<file path="src/rtl/sysclk_pkg.sv">
package sysclk_pkg;

    localparam int MODE_W = 2;

    typedef enum logic [MODE_W-1:0] {
        ST_RUN         = 2'd0,
        ST_FULL_STOP   = 2'd1,
        ST_PSEUDO_STOP = 2'd2
    } mode_e;

endpackage

</file>
<file path="src/rtl/stop_mode_fsm.sv">
module stop_mode_fsm
    import sysclk_pkg::*;
(
    input  logic  clk,
    input  logic  rst_n,
    input  logic  stop_req,
    input  logic  stop_exit,
    input  logic  pseudo_bit,
    output mode_e state,
    output logic  in_run,
    output logic  enter_full,
    output logic  osc_en
);

    mode_e state_d;

    // Next-state selection; transitions T_STOP_FULL, T_STOP_PSEUDO, T_WAKE
    always_comb begin
        state_d = state;
        unique case (state)
            ST_RUN: begin
                if (stop_req) begin
                    state_d = pseudo_bit ? ST_PSEUDO_STOP : ST_FULL_STOP;
                end
            end
            ST_FULL_STOP: begin
                if (stop_exit) begin
                    state_d = ST_RUN;
                end
            end
            ST_PSEUDO_STOP: begin
                if (stop_exit) begin
                    state_d = ST_RUN;
                end
            end
            default: state_d = ST_RUN;
        endcase
    end

    // State register
    always_ff @(posedge clk) begin
        if (!rst_n) begin
            state <= ST_RUN;
        end else begin
            state <= state_d;
        end
    end

    // Outputs decoded from the state
    always_comb begin
        in_run     = 1'b0;
        enter_full = 1'b0;
        osc_en     = 1'b1;
        unique case (state)
            ST_RUN: begin
                in_run     = 1'b1;
                enter_full = stop_req && !pseudo_bit;
            end
            ST_FULL_STOP: begin
                osc_en = 1'b0;
            end
            ST_PSEUDO_STOP: begin
                osc_en = 1'b1;
            end
            default: begin
                in_run = 1'b0;
            end
        endcase
    end

endmodule

</file>
<file path="src/rtl/clk_src_select.sv">
module clk_src_select (
    input  logic clk,
    input  logic rst_n,
    input  logic wr_en,
    input  logic wr_sel_pll,
    input  logic wr_keep_osc,
    input  logic osc_ready,
    input  logic in_run,
    input  logic enter_full,
    output logic src_sel,
    output logic pseudo_bit
);

    logic wr_ok;
    logic sel_d;

    assign wr_ok = wr_en && in_run;

    // Hardware forcing to the PLL takes priority over software
    always_comb begin
        if (!osc_ready || enter_full) begin
            sel_d = 1'b1;
        end else if (wr_ok) begin
            sel_d = wr_sel_pll;
        end else begin
            sel_d = src_sel;
        end
    end

    always_ff @(posedge clk) begin
        if (!rst_n) begin
            src_sel    <= 1'b1;
            pseudo_bit <= 1'b0;
        end else begin
            src_sel <= sel_d;
            if (wr_ok) begin
                pseudo_bit <= wr_keep_osc;
            end
        end
    end

endmodule

</file>
<file path="src/rtl/bus_ce_div.sv">
module bus_ce_div #(
    parameter int BUS_DIV = 2
) (
    input  logic clk,
    input  logic rst_n,
    input  logic run,
    output logic bus_ce
);

    generate
        if (BUS_DIV <= 1) begin : g_pass
            assign bus_ce = run;
        end else begin : g_cnt
            localparam int CNT_W = $clog2(BUS_DIV);
            localparam logic [CNT_W-1:0] LAST = CNT_W'(BUS_DIV - 1);
            logic [CNT_W-1:0] cnt;

            always_ff @(posedge clk) begin
                if (!rst_n || !run) begin
                    cnt <= '0;
                end else if (cnt == LAST) begin
                    cnt <= '0;
                end else begin
                    cnt <= cnt + 1'b1;
                end
            end

            assign bus_ce = run && (cnt == LAST);
        end
    endgenerate

endmodule

</file>
<file path="src/rtl/sysclk_stop_ctrl.sv">
module sysclk_stop_ctrl
    import sysclk_pkg::*;
#(
    parameter int BUS_DIV = 2
) (
    input  logic              clk,
    input  logic              rst_n,
    input  logic              wr_en,
    input  logic              wr_sel_pll,
    input  logic              wr_keep_osc,
    input  logic              osc_ready,
    input  logic              stop_req,
    input  logic              stop_exit,
    output logic              src_sel,
    output logic              bus_ce,
    output logic              osc_en,
    output logic [MODE_W-1:0] mode
);

    mode_e state;
    logic  in_run;
    logic  enter_full;
    logic  pseudo_bit;

    stop_mode_fsm i_fsm (
        .clk        (clk),
        .rst_n      (rst_n),
        .stop_req   (stop_req),
        .stop_exit  (stop_exit),
        .pseudo_bit (pseudo_bit),
        .state      (state),
        .in_run     (in_run),
        .enter_full (enter_full),
        .osc_en     (osc_en)
    );

    clk_src_select i_sel (
        .clk         (clk),
        .rst_n       (rst_n),
        .wr_en       (wr_en),
        .wr_sel_pll  (wr_sel_pll),
        .wr_keep_osc (wr_keep_osc),
        .osc_ready   (osc_ready),
        .in_run      (in_run),
        .enter_full  (enter_full),
        .src_sel     (src_sel),
        .pseudo_bit  (pseudo_bit)
    );

    bus_ce_div #(.BUS_DIV(BUS_DIV)) i_div (
        .clk    (clk),
        .rst_n  (rst_n),
        .run    (in_run),
        .bus_ce (bus_ce)
    );

    assign mode = state;

endmodule

</file>
<file path="config.mk">
export PLATFORM = sky130hd
export DESIGN_NAME = sysclk_stop_ctrl
export DESIGN_NICKNAME = d
export VERILOG_FILES = /design/src/rtl/sysclk_pkg.sv /design/src/rtl/stop_mode_fsm.sv /design/src/rtl/clk_src_select.sv /design/src/rtl/bus_ce_div.sv /design/src/rtl/sysclk_stop_ctrl.sv
export SDC_FILE = /design/constraint.sdc
export NUM_CORES = 1
export LEC_CHECK = 0
export BUFFER_PORTS_ARGS = -buffer_cell sky130_fd_sc_hd__buf_2
export CAP_MARGIN = 20
export CORE_AREA = 2 2 39 41
export DETAILED_ROUTE_END_ITERATION = 10
export DIE_AREA = 0 0 41 43
export GPL_TIMING_DRIVEN = 0
export PLACE_DENSITY_LB_ADDON = 0.2
export SLEW_MARGIN = 15
export SYNTH_ARGS = -nofsm -noshare
export SYNTH_HDL_FRONTEND = slang
export SYNTH_SLANG_ARGS = --single-unit
</file>
<file path="constraint.sdc">
create_clock -name clk -period 1.1 [get_ports clk]
set_input_delay 0.165 -clock clk [delete_from_list [all_inputs] [get_ports clk]]
set_output_delay 0.165 -clock clk [all_outputs]
set_load 0.02 [all_outputs]
</file>
After elaboration in Yosys (flattened, before gate mapping)
Cells that the tools add are included.
- $add $sub $neg: 1
- equal/unequal tests: 4
- multiplexer cells: 7
- bitwise gates (word level): 1
- reductions and logical operators: 14
- operators with widths (kind ; count):
    2-to-1 mux 2 bit ; 3
    OR reduction 2 bit ; 3
    zero test 1 bit ; 4
    one-hot mux 2 bit (2 select lines) ; 1
    logical AND 1 bit ; 3
    2-to-1 mux 1 bit ; 3
    == test 2 x 1 -> 1 bit, second input constant ; 1
    == test 2 bit, second input constant ; 1
    zero test 2 bit ; 1
    logical OR 1 bit ; 2
    != test 2 x 1 -> 1 bit, second input constant ; 1
    != test 2 bit, second input constant ; 1
    AND reduction 2 bit ; 1
    adder 1 bit, second input constant ; 1
    NOT 1 bit ; 1
- register bits after elaboration: 5
- input port bits: 8
- output and inout bits: 5
- word-level logic and storage cells: 31

Logic depth before layout (Yosys ltp)
- depth after elaboration: 5
- mapped depth: 5
- depth with buffers taken out: 5

Hierarchy
Synthesis repeated with hierarchy kept, for this count alone.
- cell total of the unflattened synthesis: 30
- area total of the unflattened synthesis: 281.5 um2
- by module, submodules not included (module ; instances ; cells each ; area each (um2) ; sequential area each (um2)):
    stop_mode_fsm ; 1 ; 18 ; 157.7 ; 40.0
    clk_src_select ; 1 ; 9 ; 87.6 ; 40.0
    bus_ce_div ; 1 ; 3 ; 36.3 ; 20.0

Least setup slack after synthesis
Ideal clock, no wire load.
- path kind: register -> register
- start: reg i_fsm.state[0]
- end: reg i_fsm.state[0]
- library setup time: 0.127 ns
- arrival time: 1.201 ns
- data required time: 0.973 ns
- path slack: -0.228 ns
- stages on the path, launching flop included: 6
- path buffers: 0
- period minus slack after synthesis: 1.328 ns
- cell sequence: dfxtp_1 > inv_1 > ha_1 > nand2b_1 > a21boi_0 > o22ai_1
- cells in the longest elaborated chain, start to end: 4
- elaborated cells between the ends (all ways): 8
- those cells by class: eq/ne (4); mux (1); reduce/logical (3)
- ends and longest elaborated chain (element ; line ; RTL):
    start: declaration ; stop_mode_fsm.sv:9 ; output mode_e state,
    start signal: assignment ; stop_mode_fsm.sv:45 ; state <= state_d;
    == test 2 bit or == test 2 x 1 -> 1 bit (tied branches) ; stop_mode_fsm.sv:20 ; unique case (state)
    OR reduction 2 bit (no line) ; n/a ;
    != test 2 x 1 -> 1 bit (no line) ; n/a ;
    AND reduction 2 bit (no line) ; n/a ;
Parallel ways exist; a longest one is shown, timed or not.
A chain may end at the register's enable or synchronous reset.

Final worst setup path
- start: reg i_fsm.state[1]
- end: out bus_ce
- cells in the longest elaborated chain, start to end: 3
- ends and longest elaborated chain (element ; line ; RTL):
    zero test 2 bit ; stop_mode_fsm.sv:54 ; unique case (state)
    2-to-1 mux 1 bit ; stop_mode_fsm.sv:54 ;
    logical AND 1 bit ; bus_ce_div.sv:28 ; assign bus_ce = run && (cnt == LAST);
    end: declaration ; sysclk_stop_ctrl.sv:15 ; output logic bus_ce,
Every way passes these cells.

==> flow_summary.toml <==
[outcome]
status = "complete, but fails checks"
violations = "negative setup slack"

[die]
ios = 13
die_w_um = 41
start_util = 0.178
dieArea_sq_mm = 0.00176
num_rows = 14
die_h_um = 43
core_area_sq_mm = 0.00138

[critical_path]
ff2ff_setup_slack_ns = -0.09
worstRegToRegCells = 6
arrival_ns = 1.03
cp-endpoint = "bus_ce"
worstSetupPathType = "flip-flop to primary output"
cp-startpoint = "i_fsm.state[1]$_SDFFE_PN0P_"
r2r_end = "i_fsm.state[0]$_SDFFE_PN0P_"
cp-start-kind = "flip-flop"
crit_fanout = 3
cp.required_ns = 0.94
r2r_start = "i_fsm.state[1]$_SDFFE_PN0P_"
end_kind = "primary output"

[placed_design]
hpwl_um = 426
io_buffers = 12
place_congestion = 0.733

[final_layout]
utilization = 0.344
multi_input_area_sq_um = 201
final_layout_size_suffix_gt1_frac = 0.714
register_area_sq_um = 108
nFillCells = 150
fin_nets = 60
area_growth_syn_to_layout_pct = 92.9
diodes = 0

[sta]
hold_viol_final = 0
hold_ws_ns = 0.126
min_period_ns = 1.20
tightest_slew_ns = 0.115
maxSlewViolCount = 0
finalWorstSetupSlack_ns = -0.0976
fin_crit_sh = 1.09
setup_viol = 4
slew_headroom = 0.921
clock.fmax_mhz = 835
rsz0062_at_grt = "true"
fin_worst_skew_ns = 0.00371

[synthesis]
syn_area_sq_um = 246
synth_top_area_cell = "dfxtp_1"
syn_avg_cell_area_sq_um = 8.50
ys_ff_latch = 5
ys.flop_type = "dfxtp_1"
synth_common_cells = "6 x nand2_1, 5 x dfxtp_1, 4 x inv_1"
synth.distinct_cells = 13
synth_edf_count = 0
syn_nets = 39
synthArstFlopShare = 0
synth_top_area_share = 0.406
synth_most_common_cell = "nand2_1"
ys_warn_count = 0
synth-seq-area-share = 0.406
synth_cells = 29
ys_top_cells_by_area = "dfxtp_1 41%, ha_1 10%, nand2_1 9.1%, a21boi_0 6.1%, inv_1 6.1%"

[clocking]
cts.clk_slew.worst_paths_ns = 0.04
root_buffer = "clkbuf_4"
cts.sinks = 5
htree_levels = 1
cts_hold_buf = 0
clockBufferDepth = 2
cts_made_buffers = 3
clk_latency_ns = 0.24
cts_tree = "yes"

[power]
clockPowerShare = 0.327
leakage_nw = 0.222
p_int_w = 0.000455
p_comb_frac = 0.350
powerDensity_mw_per_mm2 = 1350
worst_ir_drop_vdd_v = 0.000798
p_switching_w = 0.000186
seq_power_share = 0.323
p_sw_frac = 0.290

[global_routing]
grtUsageMet3 = 0.0628
globalRouteMet1Util = 0.104
grt_pass1_vias = 252
busiest_layer = "met2"
grt_pass1_wl_mm = 1.01
met2_usage = 0.125
grt_overflow = 0
track_usage = 0.0905
grt_max_degree = 8
antenna_found_initial = 0

[route]
wl_per_cell_um = 9.60
finalWirelength_um = 624
firstDrtPassIters = 1
first_iter_violations = 0
post-route-drc-count = 0
ant_nets = 0
via_per_inst = 4.11
vias = 267

[flow_run]
maxCapViolCount = 0

[min_path]
hold_path.class = "primary input to flip-flop"
hold_start = "osc_ready"
[timing repair]
item,in CTS,in global routing
endpoints found under the setup margin,5,6
resized for setup,12,7
pin swaps,4,4
buffers inserted,4,0
[registers in the layout (all words and copies together) (netlist names)]
name              count
i_div.g_cnt.cnt       1
i_fsm.state           2
i_sel.pseudo_bit      1
i_sel.src_sel         1
[layout by cell type (no fill, tap or decap), types with 2 or more instances in the layout]
master	instances
dfxtp_1	3
clkbuf_4	3
dfxtp_4	2
ha_4	2
buf_4	4
nand2_1	4
buf_2	10
nand3_1	2
inv_2	2
buf_6	2
o22ai_2	2
[worst min-delay path by stage]
stage | endpoint | depth (start not counted)
after floorplan | i_sel.src_sel$_SDFFE_PP1P_ | 1
after global placement | i_sel.src_sel$_SDFFE_PP1P_ | 2
after detailed placement | i_sel.src_sel$_SDFFE_PP1P_ | 2
after CTS | i_sel.src_sel$_SDFFE_PP1P_ | 2
after global routing | i_sel.src_sel$_SDFFE_PP1P_ | 2
final | i_sel.src_sel$_SDFFE_PP1P_ | 2
[worst max-delay path, stage by stage, from the launching register on]
cell and delay, ns:
dfxtp_4 0.35, inv_4 0.04, ha_4 0.15, and2_4 0.13, buf_6 0.12
[cell type report]
| class | count | share of cell area |
|---|---|---|
| sequential | 5 | 0.226 |
| multi-input combinational | 20 | 0.424 |
| tap | 16 | 0.0421 |
| clock buffer | 4 | 0.0553 |
| timing repair buffer | 16 | 0.216 |
| inverter | 4 | 0.0368 |
[routing by layer]
| metal | vias to the layer above | part of all wire |
|---|---|---|
| met3 | 0 | 0.053 |
| met5 | - | 0 |
| met1 | 124 | 0.46 |
| met4 | 0 | 0 |
| met2 | 7 | 0.49 |
| li1 | 136 | - |
[stage by stage]
| step | setup slack, ns | std cells | power [W] | setup TNS [ns] | instance area, sq um |
|---|---|---|---|---|---|
| finish | -0.0976 | 65 | 0.000641 | -0.302 | 475 |
| CTS | -0.110 | 65 | 0.000628 | -0.354 | 440 |
| global placement | -0.0500 | 57 | 0.000349 | -0.105 | 350 |
| floorplan | 0.00714 | 29 | 0.000303 | 0 | 270 |
| detailed placement | -0.0639 | 57 | 0.000350 | -0.103 | 350 |
| global route | -0.148 | 65 | 0.000699 | -0.582 | 475 |
[power groups by stage]
stage               Clock (W)  Combinational [W]  Sequential (W)
floorplan                   0          0.0000860        0.000217
detailed placement          0           0.000139        0.000211
finish               0.000210           0.000224        0.000207
global placement            0           0.000138        0.000211
global route         0.000242           0.000246        0.000210
CTS                  0.000223           0.000198        0.000207
[logic make-up after synthesis]
group | after synthesis | share of synthesized area
buffers and inverters | 4 | 0.0609
AO/OA/AOI/OAI | 4 | 0.112
multiplexers | 1 | 0.0406
AND/OR/NAND/NOR | 13 | 0.279
flip-flops | 5 | 0.406
adder cells (fa/ha/maj) | 2 | 0.102
Note: power is estimated with default switching activity, not from simulation.
